--- src/rtl/bsalu_pkg.sv ---
package bsalu_pkg;

  typedef enum logic [1:0] {
    OP_KEEP_A   = 2'b00,
    OP_FLIP_A   = 2'b01,
    OP_WITH_B   = 2'b10,
    OP_FLIP_W_B = 2'b11
  } bsalu_op_e;

  // two-bit sum of three single-bit addends
  function automatic logic [1:0] tri_add(input logic x, input logic y, input logic z);
    return {1'b0, x} + {1'b0, y} + {1'b0, z};
  endfunction

endpackage

--- src/rtl/bsalu_slice.sv ---
module bsalu_slice
  import bsalu_pkg::*;
(
  input  logic a_bit,
  input  logic b_bit,
  input  logic c_in,
  input  logic arith,
  input  logic s1,
  input  logic s0,
  output logic f_bit,
  output logic c_out
);

  logic first_op;   // A or NOT A
  logic second_op;  // 0 or B
  logic carry_eff;  // carry gated by mode
  logic half_sum;   // shared by both groups

  assign first_op  = a_bit ^ s0;
  assign second_op = b_bit & s1;
  assign carry_eff = c_in & arith;
  assign half_sum  = first_op ^ second_op;
  assign f_bit     = half_sum ^ carry_eff;
  assign c_out     = arith & ((first_op & second_op) | (carry_eff & half_sum));

  always_comb begin
    if (arith) begin
      // cell behaves as a full adder in arithmetic mode
      assert_slice_fulladd_R6: assert ({c_out, f_bit} == tri_add(first_op, second_op, c_in));
    end else begin
      // no carry produced and incoming carry ignored
      assert_slice_nocarry_R4: assert (!c_out && (f_bit == (a_bit ^ (b_bit & s1) ^ s0)));
    end
  end

endmodule

--- src/rtl/bsalu_chain.sv ---
module bsalu_chain
  import bsalu_pkg::*;
#(
  parameter int WIDTH = 8
) (
  input  logic [WIDTH-1:0] opa,
  input  logic [WIDTH-1:0] opb,
  input  logic             cin,
  input  logic             arith,
  input  logic [1:0]       sel,
  output logic [WIDTH-1:0] bits,
  output logic             cout
);

  localparam int CW = WIDTH + 1;

  logic [WIDTH:0] ripple;

  assign ripple[0] = cin;

  for (genvar i = 0; i < WIDTH; i++) begin : g_cell
    bsalu_slice u_cell (
      .a_bit (opa[i]),
      .b_bit (opb[i]),
      .c_in  (ripple[i]),
      .arith (arith),
      .s1    (sel[1]),
      .s0    (sel[0]),
      .f_bit (bits[i]),
      .c_out (ripple[i+1])
    );
  end

  assign cout = ripple[WIDTH];

  function automatic logic [CW-1:0] wide_sum(input logic [WIDTH-1:0] x,
                                             input logic [WIDTH-1:0] y,
                                             input logic [1:0] s,
                                             input logic c);
    logic [CW-1:0] xe, ye;
    xe = {1'b0, (s[0] ? ~x : x)};
    ye = {1'b0, (s[1] ? y : '0)};
    return xe + ye + CW'(c);
  endfunction

  always_comb begin
    if (arith) begin
      // ripple of all cells equals one wide addition
      assert_chain_ripple_R9: assert ({cout, bits} == wide_sum(opa, opb, sel, cin));
    end else begin
      // top carry stays low in the bitwise group
      assert_chain_topzero_R4: assert (cout == 1'b0);
    end
  end

endmodule

--- src/rtl/bsalu.sv ---
module bsalu
  import bsalu_pkg::*;
#(
  parameter int WIDTH = 8
) (
  input  logic [WIDTH-1:0] a_in,
  input  logic [WIDTH-1:0] b_in,
  input  logic             carry_in,
  input  logic             mode_arith,
  input  logic [1:0]       op_sel,
  output logic [WIDTH:0]   result
);

  logic [WIDTH-1:0] low_bits;
  logic             top_carry;
  bsalu_op_e        op_code;

  assign op_code = bsalu_op_e'(op_sel);

  bsalu_chain #(.WIDTH(WIDTH)) u_chain (
    .opa   (a_in),
    .opb   (b_in),
    .cin   (carry_in),
    .arith (mode_arith),
    .sel   (op_sel),
    .bits  (low_bits),
    .cout  (top_carry)
  );

  assign result = {top_carry, low_bits};

  always_comb begin
    if (!mode_arith) begin
      unique case (op_code)
        OP_KEEP_A:   assert_logic_pass_R1: assert (result == {1'b0, a_in});
        OP_FLIP_A:   assert_logic_inv_R2:  assert (result == {1'b0, ~a_in});
        OP_WITH_B:   assert_logic_xor_R3:  assert (result == {1'b0, a_in ^ b_in});
        OP_FLIP_W_B: assert_logic_xnor_R3: assert (result == {1'b0, ~(a_in ^ b_in)});
        default: ;
      endcase
    end else if (carry_in && op_code == OP_FLIP_W_B) begin
      // difference B minus A
      assert_diff_R8: assert (result[WIDTH-1:0] == WIDTH'(b_in - a_in));
    end
  end

endmodule

--- config.mk ---
export PLATFORM = sky130hd
export DESIGN_NAME = bsalu
export DESIGN_NICKNAME = d
export VERILOG_FILES = /design/src/rtl/bsalu_pkg.sv /design/src/rtl/bsalu_slice.sv /design/src/rtl/bsalu_chain.sv /design/src/rtl/bsalu.sv
export SDC_FILE = /design/constraint.sdc
export NUM_CORES = 1
export LEC_CHECK = 0
export BUFFER_PORTS_ARGS = -buffer_cell sky130_fd_sc_hd__buf_2
export CORE_AREA = 2 2 39 41
export DETAILED_ROUTE_END_ITERATION = 7
export DIE_AREA = 0 0 41 43
export SYNTH_ARGS = -nofsm -noshare
export SYNTH_HDL_FRONTEND = slang
export SYNTH_SLANG_ARGS = --single-unit
--- constraint.sdc ---
create_clock -name vclk -period 6.65
set_clock_uncertainty 0.2 [all_clocks]
set_input_delay 0.9975 -clock vclk [all_inputs]
set_output_delay 0.9975 -clock vclk [all_outputs]
set_load 0.1 [all_outputs]
Word level (Yosys, flattened, before mapping). Cells that the tools add are included.

Flip-flop bits (word level): 0. Bits of input ports: 20. Word-level logic and storage cells: 72.

Bitwise logic cells: 72.

Operator list (count): $and A1 B1 Y1 (40); $xor A1 B1 Y1 (24); $or A1 B1 Y1 (8).

Longest topological paths before layout.
Word-level depth: 33. Depth in mapped cells: 19. Depth with buffers taken out: 17.

Modules after synthesis. Synthesis repeated with hierarchy kept, for this count alone.

Cells, all modules: 41. Area, all modules: 387.9 um2.

By module, submodules not included: bsalu_slice (times used 8, cells an instance 5, area an instance 47.5 um2); bsalu (times used 1, cells an instance 1, area an instance 7.5 um2).

Least setup slack after synthesis. OpenSTA, ideal clock, no wires.

Kind: in2out. From: input port op_sel[0]. To: output port result[7]. Data arrival time: 5.027 ns. Required time: 5.452 ns. Slack: 0.425 ns. Stages on the path: 19. Path buffers: 2. Path through: buf_6 xor2_1 fa_1 and2_1 fa_1 nand2_1 fa_1 nand2b_1 fa_1 nand2b_1 fa_1 nand2b_1 fa_1 nand2b_1 fa_1 nand2b_1 fa_1 inv_1 buf_4.

Longest elaborated chain between the ends: 31. Elaborated cells on any way between the ends: 52.

Ends and longest elaborated chain: start: declaration (RTL line bsalu.sv:10) `input logic [1:0] op_sel,`; $xor A1 B1 Y1 (RTL line bsalu_slice.sv:19) `assign first_op = a_bit ^ s0;`; $xor A1 B1 Y1 (RTL line bsalu_slice.sv:22) `assign half_sum = first_op ^ second_op;`; $and A1 B1 Y1 (RTL line bsalu_slice.sv:24) `assign c_out = arith & ((first_op & second_op) | (carry_eff & half_sum));`; $or A1 B1 Y1 (RTL line bsalu_slice.sv:24); $and A1 B1 Y1 (RTL line bsalu_slice.sv:24); $and A1 B1 Y1 (RTL line bsalu_slice.sv:21) `assign carry_eff = c_in & arith;`; $and A1 B1 Y1 (RTL line bsalu_slice.sv:24); $or A1 B1 Y1 (RTL line bsalu_slice.sv:24); (+15 left out); $or A1 B1 Y1 (RTL line bsalu_slice.sv:24); $and A1 B1 Y1 (RTL line bsalu_slice.sv:24); $and A1 B1 Y1 (RTL line bsalu_slice.sv:21); $and A1 B1 Y1 (RTL line bsalu_slice.sv:24); $or A1 B1 Y1 (RTL line bsalu_slice.sv:24); $and A1 B1 Y1 (RTL line bsalu_slice.sv:24); $and A1 B1 Y1 (RTL line bsalu_slice.sv:21); $xor A1 B1 Y1 (*) (RTL line bsalu_slice.sv:23) `assign f_bit = half_sum ^ carry_eff;`; end: declaration (RTL line bsalu.sv:11) `output logic [WIDTH:0] result`.

Mark *: on every way between the ends. The rest lies on a longest branch, timed or not.

Worst setup path in the final report.
From: input port op_sel[0]. To: output port result[8].

Longest elaborated chain between the ends: 33. Elaborated cells on any way between the ends: 55.

Ends and longest elaborated chain (RTL line): $xor A1 B1 Y1 (bsalu_slice.sv:19); $xor A1 B1 Y1 (bsalu_slice.sv:22); $and A1 B1 Y1 (bsalu_slice.sv:24); $or A1 B1 Y1 (bsalu_slice.sv:24); $and A1 B1 Y1 (bsalu_slice.sv:24); $and A1 B1 Y1 (bsalu_slice.sv:21); $and A1 B1 Y1 (bsalu_slice.sv:24); $or A1 B1 Y1 (bsalu_slice.sv:24); (+17 left out); $and A1 B1 Y1 (bsalu_slice.sv:21); $and A1 B1 Y1 (bsalu_slice.sv:24); $or A1 B1 Y1 (bsalu_slice.sv:24); $and A1 B1 Y1 (bsalu_slice.sv:24); $and A1 B1 Y1 (bsalu_slice.sv:21); $and A1 B1 Y1 (bsalu_slice.sv:24); $or A1 B1 Y1 (*) (bsalu_slice.sv:24); $and A1 B1 Y1 (*) (bsalu_slice.sv:24).

Marks and branches as above.

==> results.yml <==
power:
  switching_share_pct: 78.5
  vdd_drop_max_uv: 87.8
  p_leak_nw: 0.270
  combPwrFrac_pct: 100.0
  intPower_mw: 0.0263
  finalPower_mw: 0.122
  sequentialPowerShare_pct: 0
  power_density_nw_per_um2: 221
  p_clk_share_pct: 0
  p_sw_mw: 0.0958
floorplanning:
  fp.dieW_um: 41
  fp.dieArea_um2: 1760
  io_pins: 29
  fp-row-count: 14
  die_h_um: 43
  fp.coreArea_um2: 1380
  initial_utilization_pct: 30.4
route:
  viasPerCell: 4.05
  dr.first_iter.drc_count: 0
  drc_errors: 0
  top_layer: "met3"
  first_pass_iters: 1
  antenna_left: 0
  drt_wl_total_um: 741
  wl_per_cell_um: 8.62
  m1WireLength_um: 258
  wl_met3_um: 49
  dr_wl_met2_um: 433
  vias: 348
yosys:
  ys_types: 10
  yosys_warnings: 0
  synth_nets: 77
  yosysSeqAreaShare_pct: 0
  netlist_area_um2: 420
  synth_xor_xnor_area_share_pct: 16.7
  syn_avg_cell_area_um2: 8.58
  synth-compound-area-share_pct: 0
  synth_top_family_by_area: "adder cells"
  synth_adder_area_share_pct: 38.1
  synthMuxAreaShare_pct: 0
  yosys.area_share.simple_pct: 21.1
  netlist_instances: 49
cells_and_area:
  final_layout_size_suffix_gt1_share_pct: 44.3
  layout_commonest_cell: "buf_2"
  register_area_um2: 0
  n_clock_buffer: 0
  layout_common_cells: "buf_2 (27), fa_1 (8), nand2_1 (7), xnor2_1 (6), inv_1 (6)"
  area_growth_syn_to_layout_pct: 31.3
  seq_cell_count: 0
  final_nets: 100
  antennaDiodeCount: 0
  final_area_um2: 552
setup_path:
  endpoint: "result[8]"
  crit_fanout: 2
  critical_path_class: "input pin to output port"
  start_kind: "input pin"
  cp.arrival_ns: 5.17
  end_kind: "output port"
  required_ns: 5.45
  startpoint: "op_sel[0]"
grt:
  grt_pass1_wl_um: 1300
  grt_antenna_before_repair: 0
  grtUsageTotal_pct: 10.1
  grt_max_degree: 10
  grt_pass1_vias: 325
  grt-ovfl-total: 0
timing:
  tns_ns: 0
  setup_viol: 0
  rsz0062_at_grt: "no"
  finalCritPeriodShare_pct: 95.8
  layout_min_cycle_time_ns: 6.37
  hold_viol_final: 0
  worst_pin_slew_ns: 0.487
  max-slew-margin-rel_pct: 67.7
  fmax_ghz: 0.157
  report.final.slew_viol_count: 0
worst_hold_path:
  worstHoldPathType: "input pin to output port"
run_status:
  outcome: "complete, no violations"
placed_design:
  gp_congestion: 0.595
  placedInstanceArea_um2: 552
  io_buffers: 29
clocking:
  cts_hold_buf: 0
  cts_resized: 0
  post-cts-setup-buffers: 0
job:
  cap_viol_max_count: 0
synthesized netlist by cell type:
library cell,n,area [µm²]
nor2b_1,1,6.26
nand2b_1,5,31.3
and2_1,4,25.0
buf_6,1,11.3
xnor2_1,6,52.6
buf_4,9,67.6
xor2_1,2,17.5
nand2_1,7,26.3
inv_1,6,22.5
fa_1,8,160
critical path, cell delays in order:
cell      delay, ns
buf_2          0.12
xor2_1         0.21
fa_1           0.19
and2_1         0.13
fa_1           0.16
nand2_1        0.06
fa_1           0.34
nand2b_1       0.16
fa_1           0.35
nand2b_1       0.16
fa_1           0.35
nand2b_1       0.16
fa_1           0.35
nand2b_1       0.16
fa_1           0.36
nand2b_1       0.16
fa_1           0.35
nor2b_1        0.20
buf_12         0.21
how the worst min path moves through the flow:
stage,from,endpoint,cells after the start
finish,mode_arith,result[8],3
global route,mode_arith,result[8],3
CTS,mode_arith,result[8],3
detailed placement,mode_arith,result[8],3
global placement,mode_arith,result[8],3
floorplan,mode_arith,result[8],2
kinds of logic after synthesis:
group / count (synthesis)
and+or+nand+nor: 17
buffers and inverters: 16
adders and majority gates: 8
xor gates and xnor gates: 8
cell type report:
type                            count  area, µm²
Inverter                            6       22.5
Fill cell                         151        832
Tap cell                           16       20.0
Timing Repair Buffer               31        190
Multi-Input combinational cell     33        319
layer usage:
metal / up-vias / global-route usage (%)
met2: 12 / 18.8
met3: 0 / 0
li1: 173 / -
met5: - / 0
met1: 163 / 13.1
met4: 0 / 0
through the flow:
step / hold WS, ns / util, % / std cells / worst slack (ns)
3_3_place_gp: 2.28 / 39.9 / 86 / 0.267
5_1_grt: 2.29 / 39.9 / 86 / 0.0536
6_report: 2.28 / 39.9 / 86 / 0.282
3_5_place_dp: 2.28 / 39.9 / 86 / 0.228
2_1_floorplan: 2.12 / - / 49 / 0.425
4_1_cts: 2.28 / 39.9 / 86 / 0.220
power groups by stage:
stage	clock (mW)	sequential (mW)	combinational, mW
after floorplan	0	0	0.113
after global placement	0	0	0.122
after detailed placement	0	0	0.123
after CTS	0	0	0.124
after global routing	0	0	0.130
final	0	0	0.122
Power figures use the tool's default switching activity.
